## config.mk

```make
export PLATFORM = sky130hd
export DESIGN_NAME = i2c_msg_sequencer
export DESIGN_NICKNAME = d
export VERILOG_FILES = /design/src/rtl/i2cseq_pkg.sv /design/src/rtl/i2cseq_timer.sv /design/src/rtl/i2cseq_cmdreg.sv /design/src/rtl/i2cseq_ctrl.sv /design/src/rtl/i2c_msg_sequencer.sv
export SDC_FILE = /design/constraint.sdc
export NUM_CORES = 1
export LEC_CHECK = 0
export BUFFER_PORTS_ARGS = -buffer_cell sky130_fd_sc_hd__clkbuf_2
export CAP_MARGIN = 20
export CORE_MARGIN = 3
export CORE_UTILIZATION = 54
export CTS_BUF_LIST = sky130_fd_sc_hd__clkbuf_8 sky130_fd_sc_hd__clkbuf_16
export DETAILED_ROUTE_END_ITERATION = 8
export PLACE_DENSITY = 0.81
export SYNTH_ARGS = -nofsm -noshare
export SYNTH_HDL_FRONTEND = slang
export SYNTH_SLANG_ARGS = --single-unit
```

## constraint.sdc

```tcl
create_clock -name clk -period 2.5 [get_ports clk]
set_input_delay 0.375 -clock clk [delete_from_list [all_inputs] [get_ports clk]]
set_output_delay 0.375 -clock clk [all_outputs]
set_load 0.01 [all_outputs]
```

## src/rtl/i2cseq_pkg.sv

```systemverilog
package i2cseq_pkg;

  typedef enum logic [2:0] {
    CMD_START   = 3'd0,
    CMD_WRITE   = 3'd1,
    CMD_RD_ACK  = 3'd2,
    CMD_RD_NACK = 3'd3,
    CMD_STOP    = 3'd4
  } cmd_e;

  typedef enum logic [2:0] {
    M_IDLE  = 3'd0,
    M_NEXT  = 3'd1,
    M_START = 3'd2,
    M_WRITE = 3'd3,
    M_READ  = 3'd4,
    M_DONE  = 3'd5,
    M_ERROR = 3'd6
  } mode_e;

  function automatic logic [7:0] addr_byte(input logic [6:0] a, input logic rd);
    return {a, rd};
  endfunction

endpackage

```

## src/rtl/i2cseq_timer.sv

```systemverilog
module i2cseq_timer #(
  parameter int TO_W = 16
) (
  input  logic            clk,
  input  logic            rst_n,
  input  logic            clr_i,
  input  logic            run_i,
  input  logic [TO_W-1:0] limit_i,
  output logic            expire_o
);
  logic [TO_W-1:0] cnt_q, cnt_d;
  logic            cnt_en;

  always_comb begin
    cnt_en = clr_i || (run_i && (cnt_q != limit_i));
    cnt_d  = clr_i ? '0 : cnt_q + TO_W'(1);
  end

  always_ff @(posedge clk or negedge rst_n) begin
    if (!rst_n)      cnt_q <= '0;
    else if (cnt_en) cnt_q <= cnt_d;
  end

  assign expire_o = run_i && !clr_i && (cnt_q == limit_i);
endmodule

```

## src/rtl/i2cseq_cmdreg.sv

```systemverilog
module i2cseq_cmdreg
  import i2cseq_pkg::*;
(
  input  logic       clk,
  input  logic       rst_n,
  input  logic       go_i,
  input  cmd_e       code_i,
  input  logic [7:0] byte_i,
  output logic       valid_o,
  output logic [2:0] code_o,
  output logic [7:0] byte_o
);
  always_ff @(posedge clk or negedge rst_n) begin
    if (!rst_n) valid_o <= 1'b0;
    else        valid_o <= go_i;
  end

  always_ff @(posedge clk or negedge rst_n) begin
    if (!rst_n) begin
      code_o <= 3'(CMD_STOP);
      byte_o <= '0;
    end else if (go_i) begin
      code_o <= 3'(code_i);
      byte_o <= byte_i;
    end
  end
endmodule

```

## src/rtl/i2cseq_ctrl.sv

```systemverilog
module i2cseq_ctrl
  import i2cseq_pkg::*;
#(
  parameter int IDX_W = 3,
  parameter int LEN_W = 8,
  parameter int PTR_W = 10
) (
  input  logic             clk,
  input  logic             rst_n,
  input  logic             start_i,
  input  logic [IDX_W-1:0] last_msg_i,
  input  logic             tmo_hit_i,
  output logic             accept_o,
  output logic [IDX_W-1:0] idx_o,
  input  logic [6:0]       d_addr_i,
  input  logic             d_rd_i,
  input  logic             d_nostart_i,
  input  logic [LEN_W-1:0] d_len_i,
  output logic [PTR_W-1:0] ptr_o,
  output logic             buf_we_o,
  input  logic [7:0]       buf_rdata_i,
  output logic             go_o,
  output cmd_e             code_o,
  output logic [7:0]       byte_o,
  input  logic             eng_done_i,
  input  logic             eng_nack_i,
  input  logic             eng_arb_i,
  output logic             busy_o,
  output logic             done_o,
  output logic             error_o,
  output logic             timeout_o
);
  mode_e            mode_q, mode_d;
  logic             issue_q, issue_d, first_q, first_d;
  logic             busy_q, busy_d, done_q, done_d, err_q, err_d, tmo_q, tmo_d;
  logic [IDX_W-1:0] idx_q, idx_d, last_q, last_d;
  logic [LEN_W-1:0] pos_q, pos_d;
  logic [PTR_W-1:0] ptr_q, ptr_d;
  logic             msg_end, final_byte;
  mode_e            dir_mode;

  assign msg_end    = (pos_q == d_len_i);
  assign final_byte = ((pos_q + LEN_W'(1)) == d_len_i);
  assign dir_mode   = d_rd_i ? M_READ : M_WRITE;

  always_comb begin
    mode_d = mode_q;  issue_d = issue_q; first_d = first_q;
    busy_d = busy_q;  done_d  = done_q;  err_d   = err_q;  tmo_d = tmo_q;
    idx_d  = idx_q;   last_d  = last_q;  pos_d   = pos_q;  ptr_d = ptr_q;
    go_o = 1'b0; code_o = CMD_STOP; byte_o = '0; buf_we_o = 1'b0; accept_o = 1'b0;
    if (!busy_q) begin
      if (start_i) begin
        accept_o = 1'b1;
        busy_d = 1'b1; done_d = 1'b0; err_d = 1'b0; tmo_d = 1'b0;
        mode_d = M_NEXT; issue_d = 1'b1; first_d = 1'b1;
        idx_d = '0; pos_d = '0; ptr_d = '0; last_d = last_msg_i;
      end
    end else if (tmo_hit_i) begin
      busy_d = 1'b0; tmo_d = 1'b1; mode_d = M_IDLE; issue_d = 1'b0;
    end else if (issue_q) begin
      unique case (mode_q)
        M_NEXT: begin
          if (first_q || !d_nostart_i) begin
            go_o = 1'b1; code_o = CMD_START; byte_o = addr_byte(d_addr_i, d_rd_i);
            mode_d = M_START; issue_d = 1'b0; first_d = 1'b0;
          end else begin
            mode_d = dir_mode;
          end
        end
        M_WRITE, M_READ: begin
          if (msg_end) begin
            if (idx_q == last_q) begin
              go_o = 1'b1; code_o = CMD_STOP; mode_d = M_DONE; issue_d = 1'b0;
            end else begin
              idx_d = idx_q + IDX_W'(1); pos_d = '0; mode_d = M_NEXT;
            end
          end else if (mode_q == M_READ) begin
            go_o = 1'b1; code_o = final_byte ? CMD_RD_NACK : CMD_RD_ACK; issue_d = 1'b0;
          end else begin
            go_o = 1'b1; code_o = CMD_WRITE; byte_o = buf_rdata_i; issue_d = 1'b0;
            pos_d = pos_q + LEN_W'(1); ptr_d = ptr_q + PTR_W'(1);
          end
        end
        default: issue_d = 1'b0;
      endcase
    end else if (eng_done_i) begin
      unique case (mode_q)
        M_DONE:  begin busy_d = 1'b0; done_d = 1'b1; mode_d = M_IDLE; end
        M_ERROR: begin busy_d = 1'b0; err_d  = 1'b1; mode_d = M_IDLE; end
        M_START, M_WRITE: begin
          if (eng_arb_i || eng_nack_i) begin
            go_o = 1'b1; code_o = CMD_STOP; mode_d = M_ERROR;
          end else begin
            mode_d = (mode_q == M_START) ? dir_mode : M_WRITE; issue_d = 1'b1;
          end
        end
        M_READ: begin
          if (eng_arb_i) begin
            go_o = 1'b1; code_o = CMD_STOP; mode_d = M_ERROR;
          end else begin
            buf_we_o = 1'b1; issue_d = 1'b1;
            pos_d = pos_q + LEN_W'(1); ptr_d = ptr_q + PTR_W'(1);
          end
        end
        default: ;
      endcase
    end
  end

  always_ff @(posedge clk or negedge rst_n) begin
    if (!rst_n) begin
      mode_q <= M_IDLE; issue_q <= 1'b0; first_q <= 1'b0;
      busy_q <= 1'b0;   done_q  <= 1'b0; err_q   <= 1'b0; tmo_q <= 1'b0;
      idx_q  <= '0;     last_q  <= '0;   pos_q   <= '0;   ptr_q <= '0;
    end else begin
      mode_q <= mode_d; issue_q <= issue_d; first_q <= first_d;
      busy_q <= busy_d; done_q  <= done_d;  err_q   <= err_d;  tmo_q <= tmo_d;
      idx_q  <= idx_d;  last_q  <= last_d;  pos_q   <= pos_d;  ptr_q <= ptr_d;
    end
  end

  assign idx_o     = idx_q;
  assign ptr_o     = ptr_q;
  assign busy_o    = busy_q;
  assign done_o    = done_q;
  assign error_o   = err_q;
  assign timeout_o = tmo_q;
endmodule

```

## src/rtl/i2c_msg_sequencer.sv

```systemverilog
module i2c_msg_sequencer
  import i2cseq_pkg::*;
#(
  parameter int IDX_W = 3,
  parameter int LEN_W = 8,
  parameter int PTR_W = 10,
  parameter int TO_W  = 16
) (
  input  logic             clk,
  input  logic             rst_n,
  input  logic             start_i,
  input  logic [IDX_W-1:0] last_msg_i,
  input  logic [TO_W-1:0]  tmo_limit_i,
  output logic [IDX_W-1:0] desc_idx_o,
  input  logic [6:0]       desc_addr_i,
  input  logic             desc_rd_i,
  input  logic             desc_nostart_i,
  input  logic [LEN_W-1:0] desc_len_i,
  output logic [PTR_W-1:0] buf_addr_o,
  output logic             buf_we_o,
  output logic [7:0]       buf_wdata_o,
  input  logic [7:0]       buf_rdata_i,
  output logic             cmd_valid_o,
  output logic [2:0]       cmd_code_o,
  output logic [7:0]       cmd_byte_o,
  input  logic             eng_done_i,
  input  logic             eng_nack_i,
  input  logic             eng_arb_i,
  input  logic [7:0]       eng_rdata_i,
  output logic             busy_o,
  output logic             done_o,
  output logic             error_o,
  output logic             timeout_o
);
  logic       accept, tmo_hit, go;
  cmd_e       code;
  logic [7:0] cbyte;

  i2cseq_timer #(.TO_W(TO_W)) u_timer (
    .clk(clk), .rst_n(rst_n), .clr_i(accept), .run_i(busy_o),
    .limit_i(tmo_limit_i), .expire_o(tmo_hit)
  );

  i2cseq_ctrl #(.IDX_W(IDX_W), .LEN_W(LEN_W), .PTR_W(PTR_W)) u_ctrl (
    .clk(clk), .rst_n(rst_n), .start_i(start_i), .last_msg_i(last_msg_i),
    .tmo_hit_i(tmo_hit), .accept_o(accept), .idx_o(desc_idx_o),
    .d_addr_i(desc_addr_i), .d_rd_i(desc_rd_i), .d_nostart_i(desc_nostart_i),
    .d_len_i(desc_len_i), .ptr_o(buf_addr_o), .buf_we_o(buf_we_o),
    .buf_rdata_i(buf_rdata_i), .go_o(go), .code_o(code), .byte_o(cbyte),
    .eng_done_i(eng_done_i), .eng_nack_i(eng_nack_i), .eng_arb_i(eng_arb_i),
    .busy_o(busy_o), .done_o(done_o), .error_o(error_o), .timeout_o(timeout_o)
  );

  i2cseq_cmdreg u_cmd (
    .clk(clk), .rst_n(rst_n), .go_i(go), .code_i(code), .byte_i(cbyte),
    .valid_o(cmd_valid_o), .code_o(cmd_code_o), .byte_o(cmd_byte_o)
  );

  assign buf_wdata_o = eng_rdata_i;
endmodule

```

==> flow_summary_export.csv <==
group,metric,value,unit
status,status,"completed",
die,ioPinCount,96,
global_routing,grt.overflow.total,0,
global_routing,grt_util_all_layers,24.2,%
layout,fin_nets,566,
critical_path,crit_buf_inv,2,
sta,maxSlewViolCount,0,
job,cap_viol_max_count,0,
clocking,cts_sinks,61,
synth,synth_area,3810,um^2
synth,syn_area_per_cell,8.99,um^2
synth,yosys_register_bits,61,
clocking,postCtsSetupBuffers,0,
critical_path,path_cells,"xor2_1 > nor4_1 > a41o_1 > buf_4 > nor4bb_2 > clkbuf_2",
synth,yosysMostFrequentCell,"dfrtp_1",
pwr,p_leak,2.13,nW
clocking,cts_tree,"yes",
layout,syn_to_final_growth,21.4,%
die,start_util,57.7,%
clocking,cts-resized-gates,0,
pwr,power_density,974,nW/um^2
layout,final_cells,602,
hold_path,hold_path.class,"input pin to asynchronous set/reset pin",
sta,finalHoldViolations,0,
route,num_vias,3600,
sta,finalSetupViolCount,0,
sta,setup_tns,0,ns
sta,fin_ws,0.0911,ns
critical_path,path_delay_family,"flip-flops",
critical_path,reg2reg_slack,0.22,ns
layout,n_fill_cell,532,
clocking,cts_hold_buf,0,
route,first_pass_iters,5,
die,core,6600,um^2
sta,hold_ws,0.0687,ns
clocking,clk_transition_reported_paths,0.07,ns
clocking,cts_buffers,9,
layout,post-route-util,70.1,%
sta,finalCriticalPeriod,2.41,ns
placed_design,dpl.hpwl,6.84,mm
synth,syn-num-nets,486,
die,die_x,90.0,um
die,die-area,8100,um^2
sta,worstMarginPinSlew,0.679,ns
synth,yosysTopAreaCellShare,39.4,%
critical_path,crit_fanout,10,
layout,final_layout_size_suffix_gt1_share,25.5,%
critical_path,cp.arrival,2.03,ns
placed_design,place_congestion,0.871,
sta,fmax,415,MHz
placed_design,port_buffers,79,
synth,yosys-top-cells-area,"dfrtp_1, xor2_1, nand2_1, o21ai_0, a21oi_1",
global_routing,antenna_found_initial,0,
critical_path,cp_slowest_stage_delay,0.42,ns
clocking,cts_max_level,3,
clocking,clk_path_buf_depth,2,
global_routing,grt_pass1_vias,3447,
die,fp.dieH,90.0,um
pwr,ir_drop,0.540,mV
synth,synthArstFlopShare,100,%
global_routing,grt_max_degree,36,
critical_path,worstSetupEndpointType,"output port",
synth,yosys_warnings,0,
sta,finalClockSkew,0.0106,ns
sta,relSlewSlack,54.8,%
layout,fin_area,4630,um^2
route,drc,0,
clocking,insertion_delay,0.34,ns
route,drt_wl_total,9.54,mm
pwr,total_power,4.51,mW
sta,rsz0062_at_grt,"yes",
synth,synth_edf_count,0,
critical_path,path_class,"flip-flop to output port",
route,detail-route-antenna-nets,0,
critical_path,cp-start-kind,"flip-flop",
synth,synth-seq-area-share,40.1,%
synth,synth_top_area_cell,"dfrtp_1",
clocking,clockRootBuffer,"clkbuf_8",
layout,antenna_cells,0,
sta,finalCritPeriodShare,96.4,%
synth,syn_inst,424,
route,drt-wirelength-per-cell,15.9,um
route,initialDrtViolationCount,222,
synth,yosysUniqueCellTypes,59,
synth,ys_top_cells_by_count,"dfrtp_1, nand2_1, nor2_1",
global_routing,grt_pass1_wl,16.3,mm
critical_path,cp_data_required_time,2.12,ns
synth,synth_top_flop_cell,"dfrtp_1",
placed_design,placed_cell_area,4340,um^2
route,viasPerCell,5.98,
placed_design,dp_slack,0.135,ns
critical_path,cp_slowest_cell,"dfrtp_1",
placed_design,placed_cells,586,
die,rows,29,
## path summary, 6_finish.rpt
kind / startpoint / endpoint / cells after the start
worst max-delay path: u_timer.cnt_q[11] / buf_we_o / 6
worst min-delay path: rst_n / u_timer.cnt_q[11] / 1
worst max register to register: u_ctrl.pos_q[3] / u_ctrl.pos_q[1] / 7
worst min register to register: u_cmd.byte_o[1] / u_cmd.byte_o[1] / 1
max in group asynchronous: rst_n / u_cmd.code_o[2] / 2
min in group clk: last_msg_i[2] / u_ctrl.last_q[2] / 3
## state kept, by name, indices dropped and copies added, names as in the netlist
signal / count
u_cmd.byte_o: 8
u_cmd.code_o: 3
u_cmd.valid_o: 1
u_ctrl.busy_o: 1
u_ctrl.done_o: 1
u_ctrl.error_o: 1
u_ctrl.first_q: 1
u_ctrl.idx_o: 3
u_ctrl.issue_q: 1
u_ctrl.last_q: 3
u_ctrl.mode_q: 3
u_ctrl.pos_q: 8
u_ctrl.ptr_o: 10
u_ctrl.timeout_o: 1
u_timer.cnt_q: 16
## power by group
group / switching [mW] / leakage (nW) / internal, mW
clock: 0.388 / 0.129 / 0.681
combinational: 1.08 / 1.20 / 0.816
sequential: 0.294 / 0.801 / 1.25
total: 1.76 / 2.13 / 2.75
## cell usage in the layout (no fill, tap or decap), types with 3 or more instances in the layout
cell type   n
a21oi_1    22
a22oi_1    12
a31oi_1     9
a32o_1      3
and3_1      8
buf_4      19
bufinv_16   3
clkbuf_2   79
clkbuf_8   10
dfrtp_1    60
ha_1        4
inv_1      10
mux2_2      3
mux2i_1     7
nand2_1    48
nand2b_1    6
nand3_1    13
nand4_1     6
nor2_1     28
nor2b_1    11
nor3_1      7
nor4_2      3
o211ai_1    3
o21ai_0    27
o2bb2ai_1   9
o31ai_1    12
o41ai_1     3
or4_1       9
xnor2_1    11
xor2_1     23
## area by class of cell
cell class	count	area (um^2)	share of cell area [%]
clock inverter	6	103	2.22
sequential	61	1530	33.0
multi-input combinational	324	2140	46.2
clock buffer	10	138	2.97
inverter	8	30.0	0.649
tap	93	116	2.51
timing repair buffer	100	578	12.5
## metal layers
| metal | GRT usage (%) | vias to the layer above | share of wire (%) |
|---|---|---|---|
| li1 | - | 1712 | - |
| met1 | 31.8 | 1739 | 44 |
| met2 | 39.4 | 136 | 49 |
| met3 | 5.18 | 13 | 6.1 |
| met4 | 8.93 | 0 | 1.4 |
| met5 | 0 | - | 0 |
## logic make-up (layout without fill, tap and decap cells)
| family | Yosys count | count (layout) | share of synthesized area, % |
|---|---|---|---|
| fa+ha+maj | 4 | 4 | 1.31 |
| xor+xnor | 35 | 35 | 8.04 |
| simple gates | 155 | 155 | 21.1 |
| mux | 10 | 10 | 2.72 |
| buf+inv | 39 | 124 | 5.19 |
| flops | 61 | 61 | 40.1 |
| compound gates | 120 | 120 | 21.6 |
(Power assumes the default switching activity.)
